--- src/rtl/pciTermPkg.sv ---
package pciTermPkg;

  typedef enum logic [2:0] {
    TERM_NONE       = 3'd0,
    TERM_NORMAL     = 3'd1,
    TERM_DISC_DATA  = 3'd2,
    TERM_DISC_EMPTY = 3'd3,
    TERM_RETRY      = 3'd4,
    TERM_TABORT     = 3'd5,
    TERM_MABORT     = 3'd6
  } termCode_e;

  // strobes from control to datapath
  typedef struct packed {
    logic      clearCount;
    logic      incCount;
    logic      report;
    termCode_e code;
    logic      irdyDrop;
  } ctrlStrobes_t;

endpackage

--- src/rtl/pciTermCtrl.sv ---
module pciTermCtrl
  import pciTermPkg::*;
#(
  parameter int CLAIM_LIMIT = 5
) (
  input  logic         clk,
  input  logic         rst,
  input  logic         frameN,
  input  logic         irdyN,
  input  logic         trdyN,
  input  logic         devselN,
  input  logic         stopN,
  output ctrlStrobes_t strobes
);

  localparam int WAIT_W = $clog2(CLAIM_LIMIT + 1);

  typedef enum logic [1:0] {ST_IDLE, ST_CLAIM, ST_DATA, ST_DRAIN} state_e;

  state_e            state, stateNext;
  logic [WAIT_W-1:0] waitCnt, waitCntNext;
  logic              moved, movedNext;
  logic              irdyHeld, irdyHeldNext;

  logic phaseDone;
  logic inTxn;
  logic finish;

  assign phaseDone = !irdyN && !trdyN;
  assign inTxn     = (state == ST_CLAIM) || (state == ST_DATA);

  always_comb begin
    strobes     = '0;
    stateNext   = state;
    waitCntNext = waitCnt;
    movedNext   = moved;
    finish      = 1'b0;

    unique case (state)
      ST_IDLE: begin
        if (!frameN) begin
          strobes.clearCount = 1'b1;
          movedNext          = 1'b0;
          waitCntNext        = WAIT_W'(1);
          stateNext          = ST_CLAIM;
        end
      end
      ST_CLAIM, ST_DATA: begin
        if (!stopN && devselN) begin
          finish       = 1'b1;
          strobes.code = TERM_TABORT;
        end else if (!stopN) begin
          if (trdyN) begin
            finish       = 1'b1;
            strobes.code = moved ? TERM_DISC_EMPTY : TERM_RETRY;
          end else if (!irdyN) begin
            finish           = 1'b1;
            strobes.incCount = 1'b1;
            strobes.code     = TERM_DISC_DATA;
          end else begin
            stateNext = ST_DATA;
          end
        end else if ((state == ST_CLAIM) && devselN) begin
          if (waitCnt == WAIT_W'(CLAIM_LIMIT)) begin
            finish       = 1'b1;
            strobes.code = TERM_MABORT;
          end else begin
            waitCntNext = waitCnt + WAIT_W'(1);
          end
        end else begin
          stateNext = ST_DATA;
          if (phaseDone) begin
            strobes.incCount = 1'b1;
            movedNext        = 1'b1;
            if (frameN) begin
              finish       = 1'b1;
              strobes.code = TERM_NORMAL;
            end
          end
        end
        if (finish) begin
          strobes.report = 1'b1;
          stateNext      = ST_DRAIN;
        end
      end
      ST_DRAIN: begin
        if (frameN && irdyN) stateNext = ST_IDLE;
      end
      default: stateNext = ST_IDLE;
    endcase

    strobes.irdyDrop = inTxn && irdyHeld && irdyN;
    irdyHeldNext     = inTxn && !irdyN && !phaseDone && !finish;
  end

  always_ff @(posedge clk) begin
    if (rst) begin
      state    <= ST_IDLE;
      waitCnt  <= '0;
      moved    <= 1'b0;
      irdyHeld <= 1'b0;
    end else begin
      state    <= stateNext;
      waitCnt  <= waitCntNext;
      moved    <= movedNext;
      irdyHeld <= irdyHeldNext;
    end
  end

endmodule

--- src/rtl/pciTermDatapath.sv ---
module pciTermDatapath
  import pciTermPkg::*;
#(
  parameter int CNT_W = 16
) (
  input  logic             clk,
  input  logic             rst,
  input  logic             frameN,
  input  logic             irdyN,
  input  ctrlStrobes_t     strobes,
  output logic             statusValid,
  output logic [2:0]       statusCode,
  output logic [CNT_W-1:0] phaseCount,
  output logic             irdyViolation,
  output logic             frameOut,
  output logic             frameOe,
  output logic             irdyOut,
  output logic             irdyOe
);

  logic ownBus;
  logic ownBusD;

  assign ownBus = !frameN || !irdyN;

  always_ff @(posedge clk) begin
    if (rst) begin
      phaseCount <= '0;
    end else if (strobes.clearCount) begin
      phaseCount <= '0;
    end else if (strobes.incCount) begin
      phaseCount <= phaseCount + CNT_W'(1);
    end
  end

  always_ff @(posedge clk) begin
    if (rst) begin
      statusValid   <= 1'b0;
      statusCode    <= 3'd0;
      irdyViolation <= 1'b0;
    end else begin
      statusValid   <= strobes.report;
      statusCode    <= strobes.report ? strobes.code : 3'd0;
      irdyViolation <= strobes.irdyDrop;
    end
  end

  always_ff @(posedge clk) begin
    if (rst) begin
      ownBusD  <= 1'b0;
      frameOe  <= 1'b0;
      irdyOe   <= 1'b0;
      frameOut <= 1'b1;
      irdyOut  <= 1'b1;
    end else begin
      ownBusD  <= ownBus;
      frameOe  <= ownBus || ownBusD;
      irdyOe   <= ownBus || ownBusD;
      frameOut <= frameN;
      irdyOut  <= irdyN;
    end
  end

endmodule

--- src/rtl/pciTermClassifier.sv ---
module pciTermClassifier
  import pciTermPkg::*;
#(
  parameter int CNT_W       = 16,
  parameter int CLAIM_LIMIT = 5
) (
  input  logic             clk,
  input  logic             rst,
  input  logic             frameN,
  input  logic             irdyN,
  input  logic             trdyN,
  input  logic             devselN,
  input  logic             stopN,
  output logic             statusValid,
  output logic [2:0]       statusCode,
  output logic [CNT_W-1:0] phaseCount,
  output logic             irdyViolation,
  output logic             frameOut,
  output logic             frameOe,
  output logic             irdyOut,
  output logic             irdyOe
);

  ctrlStrobes_t strobes;

  pciTermCtrl #(.CLAIM_LIMIT(CLAIM_LIMIT)) ctrl (
    .clk     (clk),
    .rst     (rst),
    .frameN  (frameN),
    .irdyN   (irdyN),
    .trdyN   (trdyN),
    .devselN (devselN),
    .stopN   (stopN),
    .strobes (strobes)
  );

  pciTermDatapath #(.CNT_W(CNT_W)) dpath (
    .clk           (clk),
    .rst           (rst),
    .frameN        (frameN),
    .irdyN         (irdyN),
    .strobes       (strobes),
    .statusValid   (statusValid),
    .statusCode    (statusCode),
    .phaseCount    (phaseCount),
    .irdyViolation (irdyViolation),
    .frameOut      (frameOut),
    .frameOe       (frameOe),
    .irdyOut       (irdyOut),
    .irdyOe        (irdyOe)
  );

endmodule

--- config.mk ---
export PLATFORM = sky130hd
export DESIGN_NAME = pciTermClassifier
export DESIGN_NICKNAME = d
export VERILOG_FILES = /design/src/rtl/pciTermPkg.sv /design/src/rtl/pciTermCtrl.sv /design/src/rtl/pciTermDatapath.sv /design/src/rtl/pciTermClassifier.sv
export SDC_FILE = /design/constraint.sdc
export NUM_CORES = 1
export LEC_CHECK = 0
export BUFFER_PORTS_ARGS = -buffer_cell sky130_fd_sc_hd__buf_2
export CELL_PAD_IN_SITES_DETAIL_PLACEMENT = 1
export CELL_PAD_IN_SITES_GLOBAL_PLACEMENT = 1
export CORE_MARGIN = 3
export CORE_UTILIZATION = 40
export DETAILED_ROUTE_END_ITERATION = 8
export PLACE_DENSITY = 0.82
export RECOVER_POWER = 25
export SKIP_CTS_REPAIR_TIMING = 1
export SLEW_MARGIN = 20
export SYNTH_ARGS = -nofsm -noshare
export SYNTH_HDL_FRONTEND = slang
export SYNTH_SLANG_ARGS = --single-unit
--- constraint.sdc ---
create_clock -name clk -period 5.1 [get_ports clk]
set_input_delay 1.53 -clock clk [delete_from_list [all_inputs] [get_ports clk]]
set_output_delay 1.53 -clock clk [all_outputs]
set_load 0.005 [all_outputs]
# [After elaboration in Yosys (flattened, before gate mapping)]
# Cells that the tools add are included.
[classes] n_addsub=2 eq_ne=16 n_mux=49 bitwise=2 reduce_logical=27
[op_table] operator="3-bit two-way mux" count=12
[op_table] operator="1-bit two-way mux" count=24
[op_table] operator="2-bit two-way mux" count=9
[op_table] operator="6-bit AND reduction" count=3
[op_table] operator="16-bit by 1-bit adder with 16-bit output (second input constant)" count=1
[op_table] operator="2-bit != test (second input constant)" count=5
[op_table] operator="1-bit logical AND" count=9
[op_table] operator="4-bit by 3-bit != test with 1-bit output (second input constant)" count=2
[op_table] operator="1-bit logical NOT" count=6
[op_table] operator="2-bit by 1-bit != test with 1-bit output (second input constant)" count=3
[op_table] operator="2-bit case mux with 3 select lines" count=1
[op_table] operator="3-bit case mux with 2 select lines" count=1
[op_table] operator="5-bit two-way mux" count=1
[op_table] operator="2-bit == test (second input constant)" count=2
[op_table] operator="4-bit != test (second input constant)" count=1
[op_table] operator="2-bit OR reduction" count=2
[op_table] operator="4-bit OR reduction" count=1
[op_table] operator="3-bit by 1-bit adder with 3-bit output (second input constant)" count=1
[op_table] operator="3-bit == test (second input constant)" count=1
[op_table] operator="1-bit logical OR" count=3
[op_table] operator="3-bit != test (second input constant)" count=1
[op_table] operator="3-bit OR reduction" count=1
[op_table] operator="2-bit by 1-bit == test with 1-bit output (second input constant)" count=1
[op_table] operator="2-bit logical NOT" count=1
[op_table] operator="3 further kinds" count=4
[word_totals] ff_bits=32 out_inout_bits=25

# [Logic depth before layout (Yosys ltp)]
# Gate-level depths: netlist of run 1.
[depth] word_depth=11 mapped_depth=8 depth_no_buf=6

# [Modules after synthesis]
# From an unflattened synthesis of run 1, not the netlist that was laid out.
[unflattened] hier_cells=179 area_unflattened_um2=1606.5
[by_module_without_submodules] module="pciTermDatapath" instances=1 cells_each=106 area_per_inst_um2=1012.2 seq_area_each_um2=500.5
[by_module_without_submodules] module="pciTermCtrl" instances=1 cells_each=73 area_per_inst_um2=594.3 seq_area_each_um2=140.1

# [Worst setup path after synthesis of run 1]
# OpenSTA, ideal clock, no wires.
[synth_timing] path_type="input-to-reg" startpoint="input port trdyN" endpoint="register dpath.phaseCount[12]" setup_ns=0.071 arrival_time_ns=3.004 path_slack_ns=2.026 stages=5 path_buffers=1 cell_sequence="or3b_1 -> buf_6 -> a211o_4 -> or4_1 -> a21oi_1"
[synth_between] elab_chain_len=7 word_cells_on_any_way=8 classes_between="mux: 6; reduce/logical: 2"
[synth_lines] element="start, declared" line_no="pciTermClassifier.sv:11" source="input logic trdyN,"
[synth_lines] element="1-bit logical NOT" line_no="pciTermCtrl.sv:29" source="assign phaseDone = !irdyN && !trdyN;"
[synth_lines] element="1-bit logical AND" line_no="pciTermCtrl.sv:29"
[synth_lines] element="1-bit two-way mux" line_no="pciTermCtrl.sv:72" source="if (phaseDone) begin"
[synth_lines] element="1-bit two-way mux" line_no="pciTermCtrl.sv:63" source="end else if ((state == ST_CLAIM) && devselN) begin"
[synth_lines] element="1-bit two-way mux (*)" line_no="pciTermCtrl.sv:52" source="end else if (!stopN) begin"
[synth_lines] element="1-bit two-way mux (*)" line_no="pciTermCtrl.sv:49" source="if (!stopN && devselN) begin"
[synth_lines] element="5-bit two-way mux (*)" line_no="pciTermCtrl.sv:39" source="unique case (state)"
[synth_lines] element="end signal, assigned" line_no="pciTermDatapath.sv:32" source="phaseCount <= phaseCount + CNT_W'(1);"
[synth_lines] element="end, declared" line_no="pciTermDatapath.sv:13" source="output logic [CNT_W-1:0] phaseCount,"
# Mark *: on every way between the ends. The rest lies on a longest branch, timed or not.
# A chain may end at the register's enable or synchronous reset.

# [Worst setup path in the final report of run 1]
[layout_timing] startpoint="input port trdyN" endpoint="register dpath.phaseCount[13]"
# The elaborated chain is that of the path after synthesis.

==> results of run 1 <==
-- kinds of logic after synthesis --
logic type               Yosys count
AO/OA/AOI/OAI                     47
AND/OR/NAND/NOR                   63
buffers and inverters             25
XOR/XNOR                           6
adder cells (fa/ha/maj)            6
flip-flops                        32
multiplexers                       3
-- registers in the layout, indices dropped and copies added, names as in the netlist --
register             cells
dpath.frameOut           1
dpath.phaseCount        16
ctrl.irdyHeld            1
dpath.statusValid        1
dpath.irdyOut            1
ctrl.state               2
ctrl.waitCnt             3
dpath.irdyViolation      1
ctrl.moved               1
dpath.ownBusD            1
dpath.irdyOe             1
dpath.statusCode         3
-- per-stage QoR --
| step | hold slack (ns) | utilization | instance area [µm²] | total power [mW] | cells |
|---|---|---|---|---|---|
| 2_1_floorplan | 0.402 | - | 1590 | 0.435 | 182 |
| 3_3_place_gp | 0.424 | 0.467 | 1750 | 0.464 | 250 |
| 3_5_place_dp | 0.436 | 0.467 | 1750 | 0.475 | 250 |
| 4_1_cts | 0.448 | 0.501 | 1880 | 0.747 | 258 |
| 5_1_grt | 0.476 | 0.499 | 1870 | 0.787 | 258 |
| 6_report | 0.441 | 0.499 | 1870 | 0.743 | 258 |
-- metal layers --
metal,part of all wire,up-vias
met2,0.50,34
met1,0.42,703
met5,0,-
li1,-,710
met4,0.021,0
met3,0.052,11
-- power breakdown --
group | total (mW) | internal (mW) | switching (mW)
Sequential | 0.282 | 0.268 | 0.0133
Combinational | 0.194 | 0.0690 | 0.125
Clock | 0.267 | 0.172 | 0.0946
Total | 0.743 | 0.510 | 0.233
-- area by class of cell --
| cell class | count | area, µm² | share of cell area |
|---|---|---|---|
| inverters | 14 | 52.6 | 0.0281 |
| repair buffers | 31 | 148 | 0.0790 |
| multi-input cells | 125 | 841 | 0.450 |
| clock buffers | 7 | 96.3 | 0.0516 |
| clock inverters | 1 | 30.0 | 0.0161 |
| flip-flops and latches | 32 | 641 | 0.343 |
| well taps | 48 | 60.1 | 0.0322 |
-- path summary, 6_finish.rpt --
check                                            end  slack [ns]  cells after the start          start
worst max register to register  dpath.phaseCount[13]        2.45                      6  ctrl.state[0]
worst min-delay path             dpath.irdyViolation        0.44                      2  ctrl.irdyHeld
worst min register to register   dpath.irdyViolation        0.44                      2  ctrl.irdyHeld
worst max-delay path            dpath.phaseCount[13]        2.01                      5          trdyN
-- tightest hold or removal path: stages, from the launching register on --
cell     delay [ns]
dfxtp_1        0.30
nand2_1        0.06
nor2_1         0.04
-- Yosys cell counts, drive strengths merged --
cell type / number
a2111oi: 2
a211o: 1
a211oi: 10
a21boi: 1
a21o: 2
a21oi: 14
a221o: 1
a31o: 4
a31oi: 3
and2: 2
and2b: 1
and3: 2
and4: 3
buf: 3
clkbuf: 8
dfxtp: 32
ha: 6
inv: 14
mux2: 1
mux2i: 2
nand2: 8
nand2b: 4
nand3: 6
nand4: 6
nand4b: 1
nor2: 16
nor2b: 1
nor3: 5
o21ai: 4
o31ai: 5
or2: 2
or3: 1
or3b: 1
or4: 4
xnor2: 6
==> results.md, run 1 <==
- The flow ran to the end, and the final reports show no timing, DRC or antenna violations.
- The via count is 1458.
- dfxtp_1 takes more of the synthesized area than any other cell.
- The max-slew violation total from the final report is 0.
- Of the cells placed in the final design, the portion with a size suffix greater than 1 is 0.200.
- The number of ports placed on the die boundary is 32.
- In this run the tool buffered the top-level ports with 31 buffer cells.
- The detailed router finished its first iteration with 128 violations.
- The initial antenna violation count is 0.
- The via count of the first global-routing pass is 1503.
- The post-layout worst setup margin is 2.01 ns.
- The number of nets in the synthesized netlist is 195.
- The fraction of the mapped netlist area in compound gates was 0.216.
- For the worst-skew pair, the clock arrives at the later sink with an insertion delay of 0.29 ns.
- In the final design database the tool counted 222 nets.
- The synthesized netlist occupies a cell area of 0.00159 mm².
- Of all nets on the critical path, the largest fanout is 8.
- In this run the deepest clock path goes through 2 buffers.
- The total power density per cell area is 398 mW/mm².
- The data required time at the worst endpoint is 5.28 ns.
- The post-synthesis instance total is 182.
- The HPWL reported at the end of detailed placement is 2920 µm.
- The max-capacitance violation count is 0.
- The TritonCTS clock tree is yes.
- The maximum resistive drop on vdd is 0.200 mV.
- The synthesis warning total is 0.
- The iteration count of the initial detailed-routing pass is 4.
- CTS saw 32 sinks.
- The share of synthesized area in the top cell type comes to 0.403.
- The signal on the critical path passes through buf_2 > or3b_1 > a2111oi_4 > nand4_1 > mux2_2.
- The kind of launch point of the worst setup path is an input port.
- Summed over all failing endpoints, the final setup total negative slack is 0 ns.
- The share of the Yosys chip area taken by registers is 0.403.
- The most frequent standard cell in the layout excluding fill and tap cells is dfxtp_1.
- The final-layout fill cell count is 469.
- The endpoint class of the critical path is a register.
- The fraction of the cycle the final worst path needs is 0.606.
- The final number of hold-violating endpoints is 0.
- The relative area change from synthesis to final layout is 17.5%.
- The number of distinct library cells after synthesis is 37.
- The path category of the worst min-delay check is reg2reg.
- For the final database, setup skew stands at 0.00771 ns.
- After detailed routing, the total wire length is 4130 µm.
- The overall die area is 0.00477 mm².
- The busiest metal layer after global routing is met2.
- The count of buffering cells on the critical path with inverters included is 1.
- The TritonCTS buffer count is 5.
- In this run the tightest slew margin relative to its limit is 0.561.
- The die is 69.1 µm wide.
- The analysis attributes to cell leakage a power of 0.717 nW.
- The xor and xnor fraction of the mapped netlist area is 0.0330.
- Ranked by total cell area, the synthesized netlist is headed by dfxtp_1 40%, a211oi_1 4.7%, ha_1 4.7%.
- The worst setup path category is in2reg.
- The synthesized-area fraction occupied by adder cells is 0.0472.
- The number of antenna diodes in the final layout is 0.
- The actual transition at the worst max-transition pin is 0.653 ns.
- The number of register bits inferred by synthesis is 32.
- From bottom edge to top edge, the die measures 69.1 µm.
- The multiplexer fraction of the synthesized cell area is 0.0197.
- OpenSTA, run right after detailed placement, puts the worst setup slack at 1.70 ns.
- The maximum achievable frequency is 323 MHz.
- The global-route wire length before repair is 7060 µm.
- The fraction of met2 tracks used by global routing is 0.314.
- CTS built an H-tree with a depth of 2.
- The largest family of logic cells by synthesized area is compound AO/OA/AOI/OAI gates.
- The largest stage delay on the critical path is 0.63 ns.
- The top cell types in the final layout, fill and taps aside, are 32 x dfxtp_1, 25 x buf_2, 16 x nor2_1.
- On the critical path, the stage with the largest delay is an instance of a2111oi_4.
- The clock transition at the registers of the reported paths is 0.07 ns.
- The average instance in the mapped netlist occupies 8.74 µm².
- The effective utilization at floorplan is 0.425.
- The number of routed nets with antenna violations is 0.
- The global routing usage on met3 is 0.0656.
- In the routed layout, each cell is associated on average with a via count of 5.65.
- The placeable core region is 0.00374 mm².
- The final count of negative-setup-slack endpoints is 0.
- The tree is rooted in a clkbuf_8.
- The largest net degree at the start of global routing is 19.
- The congestion estimate from routability-driven global placement came to 0.806.
- The floorplan has 22 rows.
- In the global route stage, met1 resource usage came out at 0.202.
- In the routed design, unresolved DRC markers number 0.
- The total overflow left after global routing is 0.
- Of the total synthesized cell area, the portion taken by AND, OR, NAND and NOR gates is 0.213.
- Subtracting the final worst setup slack from the clock period gives 3.09 ns.
- At the worst endpoint, the arrival time is 3.27 ns.
- After detailed routing, the average wire length per cell comes to 16.0 µm.
- Setup repair after global routing left no endpoint under its margin.
- The dominant delay contributor by cell family on the critical path is simple AND/OR/NAND/NOR gates.
- For this run, the total global-route usage over all layers was measured as 0.182.
No activity file was read; power rests on OpenSTA's default activity.
==> run 2: changes to the inputs <==
Settings changed: CORE_UTILIZATION 40 to 36, PLACE_DENSITY 0.82 to 0.78.
Clock period 5.1 ns to 2.5 ns, I/O delays scaled along.
==> run 2 against run 1 <==
Effect of this change:
- worst hold slack lost 0.017 ns
- non-clock buffer count is 8 higher
- routed wire length decreased by 3.2%
- count of clock-buffer cells in the layout up 1
- combinational power grew 120%
- highest routed layer unchanged
- critical endpoint is now dpath.phaseCount[10]
- clock power up 52%
- largest power group unchanged
- sequential share of layout area fell by 0.43 points
- sequential power grew 100%
- clock skew is 0.0017 ns lower
- critical path type is now reg2reg
- cell count increased by 3.9%
- global-route usage fell by 1.1 points
- first-iteration DRC count decreased by 55%
==> results.md, run 2 (synthesis results as in run 1) <==
- The run finished with clean final reports.
- The effective utilization at floorplan came to 0.384 (-0.0410).
- The setup slack at placement came to 0.00706 ns (-1.69 ns).
- The global route total overflow is 0 (unchanged).
- For this design, the slowest cell found on the critical path is or4_1.
- The largest net degree at the start of global routing is 13 (-6).
- The relative area change from synthesis to final layout is 19.0%.
- The width of the die is 72.5 µm (+4.9%).
- The later-pin clock latency in the skew report is 0.28 ns (about the same).
- The share of cells above drive strength 1 is 0.220 (+0.0202).
- The TritonCTS clock tree is yes.
- The worst setup path is of the reg2reg kind.
- The critical path goes through inv_1 > ha_1 > or3b_1 > a211o_4 > or4_1 > a21oi_1.
- The deepest level of the CTS H-tree is 2 (unchanged).
- The count of inserted antenna diode cells is 0 (unchanged).
- Setup repair after global routing left no endpoint under its margin.
- The violation count after the first detailed-route iteration is 57 (-55%).
- The count of unresolved DRC violations after routing was 0 (unchanged).
- The count of buffering cells on the critical path with inverters included was 1 (unchanged).
- In this design, the largest share of critical-path delay is due to simple AND/OR/NAND/NOR gates.
- The max-capacitance violation count came to 0 (unchanged).
- The fraction of the cycle the final worst path needs is 0.947.
- The via count of the first global-routing pass was 1424 (-5.3%).
- The area after detailed placement is 0.00181 mm² (+3.6%).
- The via count came to 1457 (-0.069%).
- The maximum resistive drop on vdd is 0.473 mV (+140%).
- The kind of launch point of the worst setup path is a register.
- The final-layout fill cell count is 511 (+9.0%).
- The static leakage came to 0.740 nW (+3.2%).
- The detailed-route wire length was 4000 µm (-3.2%).
- The library cells used most frequently in the layout, excluding fill and tap cells, are 32 x dfxtp_1, 26 x buf_2, 16 x nor2_1.
- The post-layout worst setup margin was 0.134 ns (-1.87 ns).
- The vertical extent of the die came to 72.5 µm (+4.9%).
- The data required time at the worst endpoint is 2.71 ns (-2.57 ns).
- The arrival time of the worst setup path came to 2.58 ns (-0.69 ns).
- The routed wire length per instance was 14.9 µm (-6.9%).
- The TritonCTS buffer count is 5 (unchanged).
- The largest stage delay on the critical path came to 0.50 ns (-0.13 ns).
- The total power density per cell area was 745 mW/mm² (+87%).
- The accumulated negative setup slack is 0 ns (unchanged).
- The flip-flop count of the largest register after layout is 16 (unchanged).
- The register containing the most flip-flops in the final layout is dpath.phaseCount.
- The overall die area came to 0.00525 mm² (+10%).
- The top fanout value on the critical path came to 10 (+2).
- The site row count is 23 (+4.5%).
- The most frequent standard cell in the layout excluding fill and tap cells is dfxtp_1.
- The placeable core region came to 0.00414 mm² (+11%).
- The largest registers in the layout are dpath.phaseCount: 16 flops, ctrl.waitCnt: 3 flops, dpath.statusCode: 3 flops.
- The routed design could run at a clock period as short as 2.37 ns.
- The worst setup path is captured at a register.
- The buffer levels on the longest clock path is 2 (unchanged).
- The maximum achievable frequency is 423 MHz.
- The path class of the tightest hold or removal check is reg2reg.
- The final count of negative-setup-slack endpoints is 0 (unchanged).
- The overall routing resource usage is 0.171 (-0.0109).
- The max-slew violation total from the final report is 0 (unchanged).
- The initial antenna violation count was 0 (unchanged).
- The number of routed nets with antenna violations came to 0 (unchanged).
- The final layout net count came to 230 (+3.6%).
- The cell at the root of the clock tree is clkbuf_8.
- The actual transition at the worst max-transition pin is 0.499 ns (-0.154 ns).
- The power after layout is 1.41 mW (+90%).
- The number of clock sinks was 32 (unchanged).
- The port buffer count is 31 (unchanged).
- The via count normalized by instance count is 5.44 (-3.8%).
- The normalized max-slew margin is 0.659 (+0.0980).
- The clock transition at the registers of the reported paths is 0.07 ns (about the same).
- The last weighted congestion value of the routability-driven placer was 0.788 (-2.2%).
- The global-route wire length before repair is 6930 µm (-1.8%).
- The HPWL reported at the end of detailed placement is 3030 µm (+3.8%).
- The final number of hold-violating endpoints is 0 (unchanged).
- The final standard cell area without fillers was 0.00189 mm² (+1.3%).
- The number of ports placed on the die boundary was 32 (unchanged).
- The setup clock skew after layout is 0.00598 ns (-0.00174 ns).
- The iteration count of the initial detailed-routing pass was 4 (unchanged).
==> run 2: cell count changes in the layout (fill, tap and decap cells not counted) <==
cell	delta
bufinv_16	-1
clkbuf_8	-1
buf_4	+7
buf_2	+1
clkbuf_1	+2
==> run 2: worst paths after layout <==
check | start | endpoint | slack (ns) | cells after the start
worst max-delay path | ctrl.state[0] | dpath.phaseCount[10] | 0.13 | 6
worst min-delay path | ctrl.irdyHeld | dpath.irdyViolation | 0.42 | 2
worst max register to register | ctrl.state[0] | dpath.phaseCount[10] | 0.13 | 6
worst min register to register | ctrl.irdyHeld | dpath.irdyViolation | 0.42 | 2
==> run 2: through the flow <==
stage	std cells	util	hold slack (ns)
after floorplan	182	-	0.402
after global placement	260	0.437	0.414
after detailed placement	260	0.437	0.416
after CTS	268	0.459	0.431
after global routing	268	0.457	0.443
final	268	0.457	0.424
==> run 2: layer usage <==
metal | up-vias | GRT usage | routed length [µm]
met5 | - | 0 | 0
met4 | 0 | 0.0676 | 68
met3 | 6 | 0.0512 | 171
met2 | 29 | 0.268 | 1830
met1 | 693 | 0.220 | 1930
li1 | 729 | - | -
==> run 2: final cells by class <==
cell class / instances / area [µm²] / share of cell area
Tap cell: 50 / 62.6 / 0.0331
Inverter: 14 / 52.6 / 0.0278
Multi-Input combinational cell: 125 / 841 / 0.444
Timing Repair Buffer: 39 / 205 / 0.108
Sequential cell: 32 / 641 / 0.339
Clock buffer: 8 / 90.1 / 0.0476
==> run 2: tightest hold or removal path, cell delays in order (launching register included) <==
cell and delay [ns]:
dfxtp_1 0.30, nand2_1 0.06, nor2_1 0.03
==> run 2: power breakdown <==
| part | switching, mW | total (mW) | leakage [nW] | internal [mW] |
|---|---|---|---|---|
| sequential | 0.0233 | 0.571 | 0.260 | 0.547 |
| clock | 0.183 | 0.407 | 0.0455 | 0.224 |
| combinational | 0.262 | 0.430 | 0.434 | 0.168 |
